===== src/rtl/pwb_pkg.sv =====
package pwb_pkg;
  typedef enum logic [1:0] {
    PW_IDLE = 2'd0,
    PW_OPEN = 2'd1,
    PW_BUSY = 2'd2
  } pw_state_e;
endpackage


===== src/rtl/pwb_seq.sv =====
module pwb_seq
  import pwb_pkg::*;
(
  input  logic      clk_i,
  input  logic      rst_ni,
  input  logic      open_i,
  input  logic      stop_i,
  input  logic      low_vcc_i,
  input  logic      any_valid_i,
  input  logic      done_i,
  output pw_state_e state_o,
  output logic      load_o,
  output logic      flush_o,
  output logic      commit_o,
  output logic      take_en_o
);
  pw_state_e st_q, st_d;
  logic      lock_q, lock_d;
  logic      lock_now;

  assign lock_now = lock_q | low_vcc_i;

  always_comb begin
    st_d     = st_q;
    lock_d   = lock_q;
    load_o   = 1'b0;
    flush_o  = 1'b0;
    commit_o = 1'b0;
    unique case (st_q)
      PW_IDLE: begin
        if (open_i) begin
          st_d    = PW_OPEN;
          lock_d  = 1'b0;
          load_o  = 1'b1;
          flush_o = 1'b1;
        end
      end
      PW_OPEN: begin
        if (open_i) begin
          // restart without stop drops the pending page
          lock_d  = 1'b0;
          load_o  = 1'b1;
          flush_o = 1'b1;
        end else if (stop_i) begin
          lock_d = 1'b0;
          if (!lock_now && any_valid_i) begin
            st_d     = PW_BUSY;
            commit_o = 1'b1;
          end else begin
            st_d    = PW_IDLE;
            flush_o = 1'b1;
          end
        end else begin
          lock_d = lock_now;
        end
      end
      PW_BUSY: begin
        if (done_i) begin
          st_d    = PW_IDLE;
          flush_o = 1'b1;
        end
      end
      default: st_d = PW_IDLE;
    endcase
  end

  assign take_en_o = (st_q == PW_OPEN) && !open_i && !stop_i && !lock_now;
  assign state_o   = st_q;

  always_ff @(posedge clk_i or negedge rst_ni) begin
    if (!rst_ni) begin
      st_q   <= PW_IDLE;
      lock_q <= 1'b0;
    end else begin
      st_q   <= st_d;
      lock_q <= lock_d;
    end
  end

  AST_BUSY_HELD: assert property (@(posedge clk_i) disable iff (!rst_ni)
    (st_q == PW_BUSY && !done_i) |=> (st_q == PW_BUSY));
endmodule


===== src/rtl/pwb_timer.sv =====
module pwb_timer #(
  parameter int unsigned T_STD = 40,
  parameter int unsigned T_LOW = 56,
  localparam int unsigned T_MAX = (T_STD > T_LOW) ? T_STD : T_LOW,
  localparam int unsigned CNT_W = $clog2(T_MAX + 1)
) (
  input  logic             clk_i,
  input  logic             rst_ni,
  input  logic             start_i,
  input  logic             sel_i,
  input  logic             run_i,
  output logic [CNT_W-1:0] cnt_o,
  output logic             done_o
);
  logic [CNT_W-1:0] cnt_q, len_q;

  always_ff @(posedge clk_i or negedge rst_ni) begin
    if (!rst_ni) begin
      cnt_q <= '0;
      len_q <= CNT_W'(T_STD);
    end else if (start_i) begin
      cnt_q <= '0;
      len_q <= sel_i ? CNT_W'(T_LOW) : CNT_W'(T_STD);
    end else if (run_i) begin
      cnt_q <= cnt_q + CNT_W'(1);
    end
  end

  assign done_o = run_i && (cnt_q == len_q - CNT_W'(1));
  assign cnt_o  = cnt_q;

  AST_CNT_RANGE: assert property (@(posedge clk_i) disable iff (!rst_ni)
    run_i |-> (cnt_q < len_q));
endmodule


===== src/rtl/pwb_buffer.sv =====
module pwb_buffer #(
  parameter int unsigned ADDR_W     = 13,
  parameter int unsigned DATA_W     = 8,
  parameter int unsigned PAGE_BYTES = 32,
  localparam int unsigned OFS_W     = $clog2(PAGE_BYTES),
  localparam int unsigned PAGE_W    = ADDR_W - OFS_W
) (
  input  logic              clk_i,
  input  logic              rst_ni,
  input  logic              load_i,
  input  logic [ADDR_W-1:0] addr_i,
  input  logic              flush_i,
  input  logic              take_en_i,
  input  logic              byte_i,
  input  logic [DATA_W-1:0] data_i,
  input  logic              wp_i,
  input  logic              scan_i,
  input  logic              scan_ok_i,
  input  logic [OFS_W-1:0]  idx_i,
  output logic              any_valid_o,
  output logic              ack_o,
  output logic              mem_we_o,
  output logic [ADDR_W-1:0] mem_addr_o,
  output logic [DATA_W-1:0] mem_data_o
);
  logic [PAGE_W-1:0] page_q;
  logic [OFS_W-1:0]  ptr_q;
  logic [DATA_W-1:0] buf_q [PAGE_BYTES];
  logic              vld_q [PAGE_BYTES];
  logic              prot, accept, ack_q;

  assign prot   = wp_i & page_q[PAGE_W-1];
  assign accept = take_en_i & byte_i & ~prot;

  always_ff @(posedge clk_i or negedge rst_ni) begin
    if (!rst_ni) begin
      page_q <= '0;
      ptr_q  <= '0;
      ack_q  <= 1'b0;
    end else begin
      ack_q <= accept;
      if (load_i) begin
        page_q <= addr_i[ADDR_W-1:OFS_W];
        ptr_q  <= addr_i[OFS_W-1:0];
      end else if (accept) begin
        ptr_q <= ptr_q + OFS_W'(1);
      end
    end
  end

  for (genvar g = 0; g < PAGE_BYTES; g++) begin : g_slot
    logic hit;
    assign hit = accept && (ptr_q == OFS_W'(g));
    always_ff @(posedge clk_i or negedge rst_ni) begin
      if (!rst_ni) begin
        vld_q[g] <= 1'b0;
        buf_q[g] <= '0;
      end else begin
        if (flush_i)  vld_q[g] <= 1'b0;
        else if (hit) vld_q[g] <= 1'b1;
        if (hit) buf_q[g] <= data_i;
      end
    end
  end

  always_comb begin
    any_valid_o = 1'b0;
    for (int i = 0; i < PAGE_BYTES; i++) any_valid_o = any_valid_o | vld_q[i];
  end

  assign ack_o      = ack_q;
  assign mem_we_o   = scan_i & scan_ok_i & vld_q[idx_i];
  assign mem_addr_o = {page_q, idx_i};
  assign mem_data_o = buf_q[idx_i];
endmodule


===== src/rtl/page_commit_ctrl.sv =====
module page_commit_ctrl
  import pwb_pkg::*;
#(
  parameter int unsigned ADDR_W       = 13,
  parameter int unsigned DATA_W       = 8,
  parameter int unsigned PAGE_BYTES   = 32,
  parameter int unsigned WR_TICKS_STD = 40,
  parameter int unsigned WR_TICKS_LOW = 56,
  localparam int unsigned OFS_W       = $clog2(PAGE_BYTES),
  localparam int unsigned T_MAX       = (WR_TICKS_STD > WR_TICKS_LOW) ? WR_TICKS_STD : WR_TICKS_LOW,
  localparam int unsigned CNT_W       = $clog2(T_MAX + 1)
) (
  input  logic              clk_i,
  input  logic              rst_ni,
  input  logic              wr_open_i,
  input  logic [ADDR_W-1:0] wr_addr_i,
  input  logic              byte_stb_i,
  input  logic [DATA_W-1:0] byte_data_i,
  input  logic              stop_i,
  input  logic              wp_i,
  input  logic              low_vcc_i,
  input  logic              slow_cycle_i,
  output logic              busy_o,
  output logic              ack_o,
  output logic              mem_we_o,
  output logic [ADDR_W-1:0] mem_addr_o,
  output logic [DATA_W-1:0] mem_data_o
);
  pw_state_e        state;
  logic             load, flush, commit, take_en, any_valid, done;
  logic [CNT_W-1:0] cnt;
  logic             scan_ok;

  assign busy_o  = (state == PW_BUSY);
  assign scan_ok = (cnt < CNT_W'(PAGE_BYTES));

  pwb_seq i_seq (
    .clk_i       (clk_i),
    .rst_ni      (rst_ni),
    .open_i      (wr_open_i),
    .stop_i      (stop_i),
    .low_vcc_i   (low_vcc_i),
    .any_valid_i (any_valid),
    .done_i      (done),
    .state_o     (state),
    .load_o      (load),
    .flush_o     (flush),
    .commit_o    (commit),
    .take_en_o   (take_en)
  );

  pwb_timer #(
    .T_STD (WR_TICKS_STD),
    .T_LOW (WR_TICKS_LOW)
  ) i_timer (
    .clk_i   (clk_i),
    .rst_ni  (rst_ni),
    .start_i (commit),
    .sel_i   (slow_cycle_i),
    .run_i   (busy_o),
    .cnt_o   (cnt),
    .done_o  (done)
  );

  pwb_buffer #(
    .ADDR_W     (ADDR_W),
    .DATA_W     (DATA_W),
    .PAGE_BYTES (PAGE_BYTES)
  ) i_buffer (
    .clk_i       (clk_i),
    .rst_ni      (rst_ni),
    .load_i      (load),
    .addr_i      (wr_addr_i),
    .flush_i     (flush),
    .take_en_i   (take_en),
    .byte_i      (byte_stb_i),
    .data_i      (byte_data_i),
    .wp_i        (wp_i),
    .scan_i      (busy_o),
    .scan_ok_i   (scan_ok),
    .idx_i       (cnt[OFS_W-1:0]),
    .any_valid_o (any_valid),
    .ack_o       (ack_o),
    .mem_we_o    (mem_we_o),
    .mem_addr_o  (mem_addr_o),
    .mem_data_o  (mem_data_o)
  );

  AST_WE_IN_BUSY: assert property (@(posedge clk_i) disable iff (!rst_ni)
    mem_we_o |-> busy_o);
  AST_NO_ACK_BUSY: assert property (@(posedge clk_i) disable iff (!rst_ni)
    ack_o |-> !busy_o);
  AST_BUSY_FROM_STOP: assert property (@(posedge clk_i) disable iff (!rst_ni)
    $rose(busy_o) |-> $past(stop_i));
  AST_NO_ACK_LOWV: assert property (@(posedge clk_i) disable iff (!rst_ni)
    ack_o |-> !$past(low_vcc_i));
  AST_BUSY_NEEDS_SUPPLY: assert property (@(posedge clk_i) disable iff (!rst_ni)
    $rose(busy_o) |-> !$past(low_vcc_i));
endmodule


===== config.mk =====
export PLATFORM = sky130hd
export DESIGN_NAME = page_commit_ctrl
export DESIGN_NICKNAME = d
export VERILOG_FILES = /design/src/rtl/pwb_pkg.sv /design/src/rtl/pwb_seq.sv /design/src/rtl/pwb_timer.sv /design/src/rtl/pwb_buffer.sv /design/src/rtl/page_commit_ctrl.sv
export SDC_FILE = /design/constraint.sdc
export NUM_CORES = 1
export LEC_CHECK = 0
export CAP_MARGIN = 25
export CORE_MARGIN = 4
export CORE_UTILIZATION = 60
export CTS_CLUSTER_SIZE = 30
export DETAILED_ROUTE_END_ITERATION = 10
export PLACE_DENSITY = 0.78
export SETUP_SLACK_MARGIN = 0.1
export SYNTH_ARGS = -nofsm -noshare
export SYNTH_HDL_FRONTEND = slang
export SYNTH_HIERARCHICAL = 1
export SYNTH_SLANG_ARGS = --single-unit

===== constraint.sdc =====
create_clock -name clk_i -period 3.04 [get_ports clk_i]
set_input_delay 0.608 -clock clk_i [delete_from_list [all_inputs] [get_ports clk_i]]
set_output_delay 0.608 -clock clk_i [all_outputs]
set_load 0.02 [all_outputs]

==> results.py <==
metrics = {
    "critical_path": {
        "worstSetupEndpointType": "primary output",
        "timing.rr.start": "i_seq/state_o[1]$_DFFE_PN0P_",
        "worstPathRequired_ps": 2430,
        "crit_type": "flop to primary output",
        "cp_slowest_cell": "dfrtp_4",
        "crit_buf_inv": 4,
        "regToRegSetupSlack_ps": 370,
        "worst_path_largest_cell_delay_ps": 530,
        "cp_max_fo": 5,
        "rr_worst_depth": 9,
        "cpMostUsedCell": "buf_6",
        "r2r_end": "i_buffer/buf_q[208]$_DFFE_PN0P_",
        "cp.arrival_ps": 2830,
        "cp_top_family": "multiplexers",
        "critical_path.startpoint_type": "flop",
        "path_cells": "buf_6 > buf_16 > buf_6 > mux4_2 > mux4_2 > mux2_4 > buf_6",
    },
    "clock_network": {
        "clk_path_buf_depth": 3,
        "cts.sinks": 312,
        "cts_tree": "done",
        "numCtsBuffers": 35,
        "clk_latency_ps": 520,
        "path_clk_slew_ps": 60,
        "ctsHoldBuffers": 0,
        "htree_levels": 2,
        "clock-root-buffer": "clkbuf_16",
    },
    "route": {
        "vias": 8890,
        "post_drt_via_cell_ratio": 6.195,
        "dr.first_iter.drc_count": 499,
        "drt-total-wl_um": 36000,
        "wl_per_cell_um": 25.09,
        "detail_route.first_pass.iterations": 5,
        "ant_nets": 0,
        "remaining_drc_errors": 0,
    },
    "power_and_ir_drop": {
        "p_per_area_nw_per_um2": 631.3,
        "ir_drop_mv": 0.5853,
        "power_mw": 11.43,
        "power.leakage_nw": 8.743,
    },
    "placement": {
        "placed_cell_area_um2": 16650,
        "gp_congestion": 0.8241,
        "io_buffer_count": 52,
        "dp_slack_ps": -231.6,
        "dp_hpwl_um": 22000,
    },
    "final_layout": {
        "fin_nets": 1123,
        "antenna_cells": 0,
        "drive_gt1_frac": 0.2997,
        "fin_util": 0.7446,
        "area_growth_pct": 22.42,
        "fin_area_um2": 18110,
    },
    "floorplan": {
        "rows": 57,
        "die_area_um2": 27230,
        "initial_core_util": 0.6082,
        "io_pins": 53,
        "fp.dieH_um": 165.0,
        "die_w_um": 165.0,
        "core-area_um2": 24320,
    },
    "yosys": {
        "yosysTopAreaCell": "dfrtp_1",
        "ys_warn_count": 6,
        "netlist_area_um2": 14790,
        "synth_flop_cell": "dfrtp_1",
        "async_flop_share": 1.000,
        "syn-mean-instance-area_um2": 15.54,
        "synth_nets": 988,
        "synth_edf_count": 0,
        "ys_seq_area_frac": 0.5278,
        "synth_cells": 952,
        "synth_seq_cells": 312,
        "synth.distinct_cells": 52,
        "synth_area_leaders": "dfrtp_1 (53%), mux2_1 (18%), mux4_2 (13%), nor4_4 (3.2%), mux2_4 (1.6%)",
        "synth_top_area_frac": 0.5278,
    },
    "global_routing": {
        "grt_pass1_wl_um": 56470,
        "grtUsageTotal": 0.2766,
        "grt_antenna_before_repair": 1,
        "grt_overflow": 0,
        "grt_start_max_net_pins": 75,
        "grt_pass1_vias": 9565,
    },
    "timing": {
        "fin_crit_ps": 3437,
        "worst_slack_ps": -396.8,
        "fin_crit_sh": 1.131,
        "skew_ps": 22.94,
        "final_max_slew_viol_count": 0,
        "max_freq_ghz": 0.2910,
        "hold_violations": 0,
        "rsz0062_at_grt": "yes",
        "worst_slew_pin_slew_ps": 689.2,
        "fin_setup_tns_ps": -3030,
        "relSlewSlack": 0.5405,
        "setup_viol": 9,
    },
    "outcome": {
        "outcome": "finished, violations left",
        "violations": "setup timing",
    },
    "flow_run": {
        "maxCapViolCount": 0,
    },
    "worst_hold_path": {
        "hold_class": "input pin to asynchronous set/reset pin",
    },
}
## layout make-up
class,count,area [um2]
Clock inverter,13,155.1
Fill cell,1419,6212
Inverter,9,33.78
Timing Repair Buffer,167,2039
Sequential cell,312,7815
Multi-Input combinational cell,562,6663
Clock buffer,48,996.0
Tap cell,324,405.4
## how the worst max path moves through the flow
stage | startpoint | endpoint | slack, ps | cells after the start
2_1_floorplan | i_timer/cnt_o[0]$_DFFE_PN0P_ | mem_we_o | 210 | 6
3_3_place_gp | i_timer/cnt_o[0]$_DFFE_PN0P_ | mem_we_o | -300 | 7
3_5_place_dp | i_timer/cnt_o[0]$_DFFE_PN0P_ | mem_we_o | -230 | 7
4_1_cts | i_timer/cnt_o[0]$_DFFE_PN0P_ | mem_data_o[1] | -380 | 7
5_1_grt | i_timer/cnt_o[0]$_DFFE_PN0P_ | mem_data_o[2] | -420 | 7
6_report | i_timer/cnt_o[0]$_DFFE_PN0P_ | mem_data_o[2] | -400 | 7
## synthesized netlist by cell type, types with 2 or more instances
cell type  number
nand2_1        22
o21ai_1         5
clkbuf_1       40
nor4_1          9
nor2b_1         4
nand3_1         5
nand4_1         4
mux2_4         16
nor2_1         56
nor3_1          2
nand2b_1        6
nor2_2          3
mux2i_1         7
a2111oi_0       2
ha_1            7
buf_1           3
a21oi_1        10
and3b_1         2
xor2_1          6
and2_1          3
mux2_2         16
nor4_4         22
or2_1           2
mux2_1        243
xnor2_1         2
buf_2          11
inv_1           8
dfrtp_1       312
mux4_2         85
buf_4          14
o21ba_1         4
## worst register-to-register path: cells and delay by family, from the launching register on
| family | cells | cell delay [ps] |
|---|---|---|
| buf+inv | 3 | 560 |
| flops | 1 | 450 |
| mux | 1 | 320 |
| simple gates | 5 | 1230 |
## cell usage in the layout (no fill, tap or decap), types with 2 or more instances in the layout
cell type | Yosys | routed
mux2_4 | 16 | 24
xor2_1 | 6 | 6
xnor2_1 | 2 | 2
inv_1 | 8 | 8
clkbuf_16 | 0 | 39
clkbuf_8 | 0 | 5
nor4_1 | 9 | 9
or2_1 | 2 | 2
buf_6 | 1 | 12
o21ai_1 | 5 | 5
buf_4 | 14 | 63
bufinv_16 | 0 | 3
and3b_1 | 2 | 2
nor2_2 | 3 | 3
nor2b_1 | 4 | 4
o21ba_1 | 4 | 4
ha_1 | 7 | 7
mux2_1 | 243 | 243
nand3_1 | 5 | 5
mux2i_1 | 7 | 7
dfrtp_1 | 312 | 310
mux4_2 | 85 | 85
nor4_4 | 22 | 22
buf_16 | 0 | 2
clkdlybuf4s50_1 | 0 | 42
clkinv_2 | 0 | 8
buf_12 | 0 | 43
mux2_2 | 16 | 8
dfrtp_4 | 0 | 2
clkbuf_1 | 40 | 7
and2_1 | 3 | 2
nand2_1 | 22 | 22
nor2_1 | 56 | 56
nor3_1 | 2 | 2
nand4_1 | 4 | 4
nand2b_1 | 6 | 6
a2111oi_2 | 0 | 2
a21oi_1 | 10 | 10
## repair_timing
| item | in CTS | in global routing |
|---|---|---|
| pin swaps | 0 | 1 |
| setup buffers | 10 | 0 |
| cloned | 2 | 3 |
| endpoints found under the setup margin | 9 | 14 |
| resized for setup | 66 | 10 |
## metrics by stage
| step | hold slack [ps] | instances |
|---|---|---|
| after floorplan | 312.4 | 952 |
| after global placement | 462.8 | 1360 |
| after detailed placement | 468.6 | 1360 |
| after CTS | 92.86 | 1433 |
| after global routing | 122.5 | 1435 |
| final | 80.05 | 1435 |
## report_power, final
group / switching [mW] / internal (mW)
clock network: 1.68 / 2.55
registers: 0.192 / 4.33
logic: 1.26 / 1.41
## metal layers
layer | vias up | track usage | wire length [um]
met4 | 2 | 0.09565 | 1128
met3 | 71 | 0.04966 | 1909
met2 | 263 | 0.4519 | 18000
li1 | 3820 | - | -
met5 | - | 0 | 12
met1 | 4734 | 0.3794 | 14950
## flip-flops by register name, summed over array words and instances, names as in the netlist
name             count
i_buffer/buf_q     256
i_buffer/vld_q      32
i_buffer/page_q      8
i_timer/cnt_o        6
i_buffer/ptr_q       5
i_seq/state_o        2
i_buffer/ack_o       1
i_seq/lock_q         1
i_timer/len_q        1
## cells by family after synthesis
logic type | Yosys count | share of synthesized area
multiplexers | 367 | 0.3476
AO/OA/AOI/OAI | 28 | 0.01328
flip-flops | 312 | 0.5278
XOR/XNOR | 8 | 0.004737
buffers and inverters | 78 | 0.02478
adder cells (fa/ha/maj) | 7 | 0.005921
AND/OR/NAND/NOR | 152 | 0.07588
(Power assumes the default switching activity.)
